===== config.mk =====
export PLATFORM = sky130hd
export DESIGN_NAME = mcore_rst_regs
export DESIGN_NICKNAME = d
export VERILOG_FILES = /design/src/rtl/mcr_pkg.sv /design/src/rtl/mcr_addr_dec.sv /design/src/rtl/mcr_ctrl_eval.sv /design/src/rtl/mcr_boot_latch.sv /design/src/rtl/mcore_rst_regs.sv
export SDC_FILE = /design/constraint.sdc
export NUM_CORES = 1
export LEC_CHECK = 0
export BUFFER_PORTS_ARGS = -buffer_cell sky130_fd_sc_hd__buf_2
export CAP_MARGIN = 40
export CORE_AREA = 2 2 237 239
export DETAILED_ROUTE_END_ITERATION = 8
export DIE_AREA = 0 0 239 241
export GPL_TIMING_DRIVEN = 0
export MAX_ROUTING_LAYER = met4
export PLACE_DENSITY = 0.79
export SETUP_SLACK_MARGIN = 0.2
export SLEW_MARGIN = 10
export SYNTH_ARGS = -nofsm -noshare
export SYNTH_HDL_FRONTEND = slang
export SYNTH_SLANG_ARGS = --single-unit

===== constraint.sdc =====
create_clock -name clk -period 2 [get_ports clk]
set_input_delay 0.2 -clock clk [delete_from_list [all_inputs] [get_ports clk]]
set_output_delay 0.2 -clock clk [all_outputs]
set_load 0.02 [all_outputs]

===== src/rtl/mcr_pkg.sv =====
package mcr_pkg;
  localparam int unsigned DW          = 32;
  localparam int unsigned NREG        = 16;
  localparam int unsigned IDX_CTRL    = 0;
  localparam int unsigned IDX_RSTAT   = 2;
  localparam int unsigned IDX_IMASK   = 4;
  localparam int unsigned IDX_GP_BASE = 5;   // GPk lives at index 5+k
  localparam logic [DW-1:0] CTRL_INIT  = 32'h0000_0521;
  localparam logic [DW-1:0] RSTAT_INIT = 32'h0000_0001;
  localparam logic [DW-1:0] IMASK_INIT = 32'h0000_001F;
  localparam int unsigned RST_LSB  = 13;
  localparam int unsigned EN_LSB   = 21;
  localparam int unsigned SOFT_A   = 3;
  localparam int unsigned SOFT_B   = 12;

  function automatic int unsigned entry_idx(int unsigned core);
    return IDX_GP_BASE + 2*core + 1;
  endfunction

  function automatic int unsigned ctx_idx(int unsigned core);
    return IDX_GP_BASE + 2*core + 2;
  endfunction

  function automatic logic [DW-1:0] init_value(int unsigned idx);
    case (idx)
      IDX_CTRL:  return CTRL_INIT;
      IDX_RSTAT: return RSTAT_INIT;
      IDX_IMASK: return IMASK_INIT;
      default:   return '0;
    endcase
  endfunction
endpackage


===== src/rtl/mcr_addr_dec.sv =====
module mcr_addr_dec #(
  parameter int unsigned AW   = 12,
  parameter int unsigned NREG = 16,
  localparam int unsigned IW  = $clog2(NREG)
) (
  input  logic [AW-1:0] addr,
  output logic          hit,
  output logic [IW-1:0] idx
);
  logic [AW-3:0] word;
  assign word = addr[AW-1:2];
  assign hit  = (addr[1:0] == 2'b00) && (int'(word) < int'(NREG));
  assign idx  = word[IW-1:0];
endmodule


===== src/rtl/mcr_ctrl_eval.sv =====
module mcr_ctrl_eval
  import mcr_pkg::*;
#(
  parameter int unsigned NCORE = 4
) (
  input  logic [DW-1:0]    cur,
  input  logic [DW-1:0]    wdata,
  input  logic             wr,
  input  logic [NCORE-1:0] done,
  output logic [DW-1:0]    nxt,
  output logic [NCORE-1:0] on,
  output logic [NCORE-1:0] off,
  output logic [NCORE-1:0] rst
);
  logic [DW-1:0]    chg;
  logic [DW-1:0]    staged;
  logic [NCORE-1:0] en_chg;

  assign chg = wr ? (cur ^ wdata) : '0;

  genvar c;
  generate
    for (c = 0; c < NCORE; c++) begin : g_core
      if (c == 0) begin : g_nopwr
        assign en_chg[c] = 1'b0;
      end else begin : g_pwr
        assign en_chg[c] = chg[EN_LSB + c];
      end
      assign on[c]  = en_chg[c] &  wdata[EN_LSB + c];
      assign off[c] = en_chg[c] & ~wdata[EN_LSB + c];
      assign rst[c] = chg[RST_LSB + c] & ~en_chg[c];
    end
  endgenerate

  always_comb begin
    staged = wr ? wdata : cur;
    if (chg[SOFT_A]) staged[SOFT_A] = 1'b0;
    if (chg[SOFT_B]) staged[SOFT_B] = 1'b0;
    for (int k = 0; k < int'(NCORE); k++) begin
      if (done[k]) staged[RST_LSB + k] = 1'b0;
    end
    nxt = staged;
  end
endmodule


===== src/rtl/mcr_boot_latch.sv =====
module mcr_boot_latch #(
  parameter int unsigned DW = 32
) (
  input  logic          clk,
  input  logic          rst_n,
  input  logic          load,
  input  logic [DW-1:0] entry_in,
  input  logic [DW-1:0] ctx_in,
  output logic [DW-1:0] entry_q,
  output logic [DW-1:0] ctx_q
);
  always_ff @(posedge clk or negedge rst_n) begin
    if (!rst_n) begin
      entry_q <= '0;
      ctx_q   <= '0;
    end else if (load) begin
      entry_q <= entry_in;
      ctx_q   <= ctx_in;
    end
  end
endmodule


===== src/rtl/mcore_rst_regs.sv =====
module mcore_rst_regs
  import mcr_pkg::*;
#(
  parameter int unsigned NCORE = 4,
  parameter int unsigned AW    = 12
) (
  input  logic                clk,
  input  logic                rst_n,
  input  logic                bus_valid,
  output logic                bus_ready,
  input  logic                bus_write,
  input  logic [AW-1:0]       bus_addr,
  input  logic [DW-1:0]       bus_wdata,
  output logic                rsp_valid,
  output logic [DW-1:0]       rsp_rdata,
  input  logic [NCORE-1:0]    core_done,
  output logic [NCORE-1:0]    pwr_on_req,
  output logic [NCORE-1:0]    pwr_off_req,
  output logic [NCORE-1:0]    rst_req,
  output logic [NCORE*DW-1:0] core_entry,
  output logic [NCORE*DW-1:0] core_ctx
);
  localparam int unsigned IW = $clog2(NREG);

  logic [DW-1:0]    regs [NREG];
  logic [DW-1:0]    ctrl_q;
  logic [DW-1:0]    ctrl_nxt;
  logic             hit;
  logic [IW-1:0]    idx;
  logic             wr_ok;
  logic             wr_ctrl;
  logic [NCORE-1:0] on_nxt, off_nxt, rst_nxt;

  assign bus_ready = 1'b1;
  assign ctrl_q    = regs[IDX_CTRL];

  mcr_addr_dec #(.AW(AW), .NREG(NREG)) u_dec (
    .addr(bus_addr), .hit(hit), .idx(idx)
  );

  assign wr_ok   = bus_valid && bus_write && hit;
  assign wr_ctrl = wr_ok && (int'(idx) == int'(IDX_CTRL));

  mcr_ctrl_eval #(.NCORE(NCORE)) u_eval (
    .cur(ctrl_q), .wdata(bus_wdata), .wr(wr_ctrl), .done(core_done),
    .nxt(ctrl_nxt), .on(on_nxt), .off(off_nxt), .rst(rst_nxt)
  );

  always_ff @(posedge clk or negedge rst_n) begin
    if (!rst_n) begin
      for (int i = 0; i < int'(NREG); i++) regs[i] <= init_value(i);
    end else begin
      for (int i = 0; i < int'(NREG); i++) begin
        if (i == int'(IDX_CTRL)) regs[i] <= ctrl_nxt;
        else if (wr_ok && int'(idx) == i) regs[i] <= bus_wdata;
      end
    end
  end

  always_ff @(posedge clk or negedge rst_n) begin
    if (!rst_n) begin
      rsp_valid   <= 1'b0;
      rsp_rdata   <= '0;
      pwr_on_req  <= '0;
      pwr_off_req <= '0;
      rst_req     <= '0;
    end else begin
      rsp_valid   <= bus_valid && !bus_write;
      if (bus_valid && !bus_write) rsp_rdata <= hit ? regs[idx] : '0;
      pwr_on_req  <= on_nxt;
      pwr_off_req <= off_nxt;
      rst_req     <= rst_nxt;
    end
  end

  genvar c;
  generate
    for (c = 0; c < NCORE; c++) begin : g_boot
      if (c == 0) begin : g_none
        assign core_entry[c*DW +: DW] = '0;
        assign core_ctx[c*DW +: DW]   = '0;
      end else begin : g_lat
        mcr_boot_latch #(.DW(DW)) u_lat (
          .clk(clk), .rst_n(rst_n), .load(on_nxt[c]),
          .entry_in(regs[entry_idx(c)]), .ctx_in(regs[ctx_idx(c)]),
          .entry_q(core_entry[c*DW +: DW]), .ctx_q(core_ctx[c*DW +: DW])
        );
      end
    end
  endgenerate
endmodule


==> impl_metrics.py, run 1 <==
metrics = {
    "status": {
        "status": "finished, violations left",
        "violations": "hold timing",
    },
    "global_route": {
        "antenna_found_initial": 6,
        "grt_pass1_vias": 21190,
        "overflow": 0,
        "grt_max_degree": 119,
        "grt_use_total": 0.3309,
        "grt_pass1_wl_mm": 134.9,
    },
    "sta": {
        "setup_viol": 0,
        "fin_crit_sh": 0.9513,
        "rsz0062_at_grt": "yes",
        "slew_headroom": 0.3563,
        "maxSlewViolCount": 0,
        "setup_slack_ns": 0.09747,
        "setup_tns_ns": 0,
        "finalClockSkew_ns": 0.02698,
        "hold_slack_ns": -0.6325,
        "tightestPinTransition_ns": 0.9656,
        "min_period_ns": 1.903,
        "fmax_mhz": 525.6,
        "hold_viol_final": 231,
    },
    "synth": {
        "avgSynthCellArea_um2": 15.96,
        "seq_area_frac_synth": 0.5827,
        "ys_warn_count": 0,
        "synth.distinct_cells": 40,
        "synthFlopType": "dfrtp_1",
        "ys_ff_latch": 747,
        "async_reset_ff_frac": 1.000,
        "synth_edf_count": 0,
        "syn_area_um2": 32100,
        "syn_inst": 2011,
    },
    "pwr": {
        "clock_power_share": 0.464,
        "p_leak_nw": 20.48,
        "power.density_nw_per_um2": 801.3,
        "p_sw_frac": 0.2234,
        "p_int_w": 0.02418,
        "pwr-share-seq": 0.487,
        "power_switching_w": 0.006955,
        "ir_drop_mv": 0.8418,
        "combPwrFrac": 0.050,
        "power_w": 0.03113,
    },
    "critical_path": {
        "worstPathMaxFanout": 10,
        "startpoint_type": "input port",
        "rr_worst_depth": 5,
        "arrival_ns": 2.41,
        "r2r_end": "g_boot[1].g_lat.u_lat.entry_q[27]",
        "reg2reg_slack_ns": 0.18,
        "crit_end": "g_boot[1].g_lat.u_lat.entry_q[27]",
        "endpoint_kind": "register",
        "required_ns": 2.50,
        "worstReg2RegStart": "ctrl_q[22]",
        "crit_type": "in2reg",
        "startpoint": "bus_addr[9]",
    },
    "cts": {
        "tritoncts.num_buffers": 75,
        "cts_tree": "yes",
        "clock-root-buffer": "clkbuf_16",
        "htreeDepth": 3,
        "clkSinkCount": 747,
        "cts_hold_buf": 34,
        "max-clock-path-buffers": 3,
        "clk_pin_slew_ns": 0.06,
        "clk_latency_ns": 0.62,
    },
    "route": {
        "vias": 20440,
        "dr_wl_met3_mm": 9.084,
        "drtAntennaViolNets": 0,
        "highest_layer": "met4",
        "wl_met1_mm": 35.58,
        "wire_per_inst_um": 27.98,
        "met2_length_mm": 43.90,
        "drt-initial-drc-count": 1819,
        "first_pass_iters": 7,
        "drt_wl_total_mm": 92.24,
        "drc_errors": 0,
        "via_per_inst": 6.201,
    },
    "floorplan": {
        "ios": 354,
        "fp-row-count": 86,
        "die_h_um": 241,
        "die_w_um": 239,
        "dieArea_um2": 57600,
        "start_util": 0.5850,
        "coreArea_um2": 54880,
    },
    "place": {
        "pre_cts_slack_ns": -1.096,
        "dp_hpwl_mm": 62.41,
        "routabilityCongestion": 0.9137,
        "place_inst": 3097,
        "io_buffers": 284,
    },
    "cells_and_area": {
        "final_common_cell": "dfrtp_1",
        "fillers": 3463,
        "area_growth_pct": 21.02,
        "drive_above_1_share": 0.5647,
        "instances_no_fill": 3296,
        "nets": 2580,
        "final_cell_mix": "dfrtp_1 (737), mux2_2 (629), buf_2 (304)",
    },
    "job": {
        "drv_cap": 0,
    },
    "worst_hold_path": {
        "hp-class": "in2async",
    },
}
## how the worst min path moves through the flow
| stage | from | to | slack (ns) | cells past startpoint |
|---|---|---|---|---|
| global route | rst_n | g_boot[2].g_lat.u_lat.ctx_q[27] | -0.64 | 1 |
| detailed placement | rst_n | g_boot[2].g_lat.u_lat.ctx_q[29] | 0.003 | 1 |
| finish | rst_n | g_boot[2].g_lat.u_lat.ctx_q[27] | -0.63 | 1 |
| CTS | rst_n | g_boot[2].g_lat.u_lat.ctx_q[25] | -0.65 | 1 |
| global placement | core_done[2] | ctrl_q[15] | 0.41 | 2 |
| floorplan | rst_n | ctrl_q[11] | -0.1 | 0 |
## layout make-up
type	count	area, um2	share of cell area
clock inverters	19	234.0	0.006023
plain buffers	223	1476	0.03800
multi-input cells	1102	12570	0.3236
flip-flops and latches	747	18710	0.4815
clock buffers	117	2300	0.05920
repair buffers	377	2663	0.06854
well taps	704	880.8	0.02267
diodes	5	12.51	0.0003221
inverters	2	7.507	0.0001932
## per-stage QoR
stage	area [um2]	hold WS, ns	utilization
finish	38850	-0.6325	0.7079
CTS	38550	-0.6486	0.7024
global route	38850	-0.6424	0.7079
detailed placement	35200	0.002934	0.6415
global placement	34690	0.4060	0.6321
floorplan	32390	-0.09559	-
## state kept, by name, indices dropped and copies added, names as in the netlist, 3 cells and up
register / cells
ctrl_q: 32
g_boot.g_lat.u_lat.ctx_q: 96
g_boot.g_lat.u_lat.entry_q: 96
pwr_off_req: 3
pwr_on_req: 3
regs: 480
rsp_rdata: 32
rst_req: 4
## power groups by stage
stage / clock network, W / logic [W] / registers (W)
5_1_grt: 0.0152 / 0.00166 / 0.0151
3_5_place_dp: 0 / 0.00143 / 0.0154
3_3_place_gp: 0 / 0.00131 / 0.0154
2_1_floorplan: 0 / 0.000655 / 0.0154
4_1_cts: 0.0145 / 0.00150 / 0.0152
6_report: 0.0144 / 0.00154 / 0.0152
## cells in the mapped netlist (2+ instances only)
library cell	instances	share of area
nand2_1	38	0.0044
a21oi_1	4	0.00062
or4_1	2	0.00047
inv_1	2	0.00023
o21ai_0	4	0.00062
buf_1	40	0.0047
mux2_4	60	0.028
buf_4	68	0.016
nor2_1	21	0.0025
nor4_1	9	0.0018
mux4_2	128	0.090
nand4b_1	2	0.00055
mux2_1	8	0.0028
buf_6	7	0.0025
nor3_1	6	0.00094
o31ai_1	25	0.0058
buf_2	33	0.0051
xor2_1	2	0.00055
or3_1	2	0.00039
nand2b_1	4	0.00078
conb_1	2	0.00023
nor3b_1	4	0.00094
nand3_1	5	0.00078
mux2_2	630	0.22
dfstp_2	10	0.0082
xnor2_1	4	0.0011
dfrtp_1	737	0.57
nand4_1	2	0.00039
clkbuf_1	77	0.0090
nor2b_1	2	0.00039
o21a_1	2	0.00047
o22ai_1	57	0.011
a21o_1	7	0.0016
## cells by family (layout without fill, tap and decap cells)
group                     count (synthesis)  after routing  synth area share
muxes                                   826            826            0.3417
and+or+nand+nor                         104            104           0.01606
xor gates and xnor gates                  6              6          0.001637
buffers and inverters                   227            738           0.03742
DFF                                     747            747            0.5827
other                                     2             72         0.0002339
AOI/OAI and AO/OA                        99             99           0.02031
## timing repair
item / CTS / global route
endpoints found under the setup margin: 609 / 626
setup buffers: 9 / 7
cloned: 5 / 3
endpoints found under the hold margin: 411 / 231
pin swaps: 4 / 4
resized for setup: 103 / 81
## per-layer routing
layer / GRT usage / vias up
li1: - / 8330
met1: 0.4247 / 10780
met2: 0.4991 / 1101
met3: 0.08933 / 224
met4: 0.1477 / 0
met5: - / -
## worst max-delay path, stage by stage
cell and delay, ns:
buf_6 0.09, or4_4 0.57, buf_8 0.16, or2_4 0.27, or3_4 0.43, buf_12 0.20, buf_12 0.17, mux2_4 0.30
No activity file was read; power rests on OpenSTA's default activity.
==> run 2: changes to the inputs <==
CORE_AREA = 2 2 264 214   (was 2 2 237 239)
DIE_AREA = 0 0 266 216   (was 0 0 239 241)
PLACE_DENSITY = 0.8   (was 0.79)
==> run 2 against run 1 <==
Against the previous run: the flow still finishes with violations (hold timing); sequential power is essentially flat; total power shrank 1.0%; hold slack gained 0.15 ns; highest routed layer unchanged.
==> impl_metrics.py, run 2 (synthesized netlist as in run 1, its figures left out) <==
metrics = {
    "cells_and_area": {
        "final_cell_mix": "dfrtp_1 (737), mux2_2 (630), buf_2 (309)",
        "nets": 2585,
        "final_common_cell": "dfrtp_1",
        "instances_no_fill": 3304,
        "area_growth_pct": 20.55,
        "regArea_um2": 18710,
        "fillers": 3447,
        "multiInputGateArea_um2": 12550,
        "largest_reg_flops": 480,
        "top_register": "regs",
        "drive_above_1_share": 0.5649,
        "reg_top3": "regs: 480 flops, g_boot.g_lat.u_lat.ctx_q: 96 flops, g_boot.g_lat.u_lat.entry_q: 96 flops",
        "final_area_um2": 38700,
        "final_util": 0.7072,
    },
    "place": {
        "dp_hpwl_mm": 63.58,
        "io_buffers": 284,
        "postPlaceCellArea_um2": 35220,
        "place_inst": 3106,
        "routabilityCongestion": 0.8935,
    },
    "critical_path": {
        "path_common_cell": "buf_12",
        "required_ns": 2.50,
        "crit_path_cell_trace": "buf_6 > or4_4 > buf_8 > or2_4 > or3_4 > buf_12 > buf_12 > buf_12 > mux2_4",
        "arrival_ns": 2.39,
        "worstReg2RegStart": "ctrl_q[22]",
        "rr_worst_depth": 6,
        "reg2reg_slack_ns": 0.13,
        "startpoint_type": "input port",
        "startpoint": "bus_addr[8]",
        "slowest_stage": "or4_4",
        "crit_end": "g_boot[1].g_lat.u_lat.ctx_q[27]",
        "max_stage_delay_ns": 0.54,
        "worstPathMaxFanout": 6,
        "endpoint_kind": "register",
        "crit_type": "in2reg",
        "r2r_end": "g_boot[1].g_lat.u_lat.ctx_q[27]",
    },
    "floorplan": {
        "dieArea_um2": 57460,
        "ios": 354,
        "start_util": 0.5866,
        "die_h_um": 216,
        "coreArea_um2": 54720,
        "die_w_um": 266,
        "fp-row-count": 77,
    },
    "cts": {
        "clk_pin_slew_ns": 0.06,
        "clkSinkCount": 747,
        "cts_tree": "yes",
        "clock-root-buffer": "clkbuf_16",
        "htreeDepth": 3,
        "cts_hold_buf": 34,
        "tritoncts.num_buffers": 72,
        "clk_latency_ns": 0.62,
        "max-clock-path-buffers": 3,
    },
    "global_route": {
        "antenna_found_initial": 6,
        "overflow": 0,
        "grt_use_total": 0.3363,
        "grt_pass1_vias": 21440,
        "grt_pass1_wl_mm": 137.3,
        "grt_max_degree": 107,
    },
    "status": {
        "status": "finished, violations left",
        "violations": "hold timing",
    },
    "sta": {
        "fmax_mhz": 527.8,
        "fin_crit_sh": 0.9473,
        "tightestPinTransition_ns": 0.9969,
        "rsz0062_at_grt": "yes",
        "hold_slack_ns": -0.4870,
        "slew_headroom": 0.3354,
        "maxSlewViolCount": 0,
        "finalClockSkew_ns": 0.02239,
        "hold_viol_final": 113,
        "setup_viol": 0,
        "min_period_ns": 1.895,
    },
    "route": {
        "drt-initial-drc-count": 2154,
        "drtAntennaViolNets": 0,
        "first_pass_iters": 5,
        "vias": 20830,
        "drt_wl_total_mm": 93.90,
        "via_per_inst": 6.306,
        "drc_errors": 0,
        "wire_per_inst_um": 28.42,
    },
    "pwr": {
        "clock_power_share": 0.458,
        "pwr-share-seq": 0.492,
        "power.density_nw_per_um2": 796.4,
        "power_switching_w": 0.007011,
        "p_leak_nw": 20.41,
        "ir_drop_mv": 0.6431,
        "p_int_w": 0.02381,
        "combPwrFrac": 0.051,
        "p_sw_frac": 0.2275,
        "power_w": 0.03082,
    },
    "job": {
        "drv_cap": 0,
    },
    "worst_hold_path": {
        "hp-class": "in2async",
    },
}
==> run 2: area by class of cell <==
class / count / share of cell area
antenna: 5 / 0.0003233
buffer: 224 / 0.03712
clock buffer: 108 / 0.05629
clock inverter: 21 / 0.006693
inverter: 2 / 0.0001940
multi-input combinational: 1102 / 0.3244
sequential: 747 / 0.4833
tap: 711 / 0.02299
timing repair buffer: 384 / 0.06867
==> run 2: repair_timing <==
item | 4_1_cts | 5_1_grt
gates resized for setup | 107 | 44
endpoints found under the setup margin | 681 | 493
buffers inserted | 13 | 15
hold endpoints to repair | 267 | 92
pin swaps | 7 | 5
gates cloned | 1 | 1
==> run 2: worst min path at each step <==
stage	to	cells after the start	startpoint	slack, ns
2_1_floorplan	ctrl_q[11]	0	rst_n	-0.1
3_3_place_gp	ctrl_q[13]	2	core_done[0]	0.41
3_5_place_dp	g_boot[2].g_lat.u_lat.ctx_q[15]	1	rst_n	0.26
4_1_cts	g_boot[2].g_lat.u_lat.ctx_q[15]	1	rst_n	-0.38
5_1_grt	g_boot[2].g_lat.u_lat.ctx_q[15]	1	rst_n	-0.46
6_report	g_boot[3].g_lat.u_lat.ctx_q[14]	1	rst_n	-0.49
==> run 2: worst max-delay path, delay by kind of cell <==
kind                   cells  cell delay, ns
buffers and inverters      5            0.71
and+or+nand+nor            3            1.16
muxes                      1            0.30
==> run 2: per-layer routing <==
metal	vias up	routed length, um	global-route usage
li1	8318	-	-
met1	11060	37240	0.4436
met2	1190	42840	0.4860
met3	262	10100	0.1149
met4	0	3710	0.1277
met5	-	0	-
==> run 2: through the flow <==
step / hold WS (ns) / setup WS [ns] / setup TNS [ns]
after floorplan: -0.09559 / -0.1723 / -19.43
after global placement: 0.4140 / -14.14 / -
after detailed placement: 0.2599 / -1.092 / -504.95
after CTS: -0.3799 / 0.09416 / 0
after global routing: -0.4617 / 0.1022 / 0
final: -0.4870 / 0.1055 / 0
==> run 2: power groups by stage <==
stage	Clock, W	Combinational (W)	Sequential (W)
after floorplan	0	0.000655	0.0154
after global placement	0	0.00132	0.0154
after detailed placement	0	0.00144	0.0154
after CTS	0.0141	0.00152	0.0152
after global routing	0.0148	0.00167	0.0151
final	0.0141	0.00156	0.0152
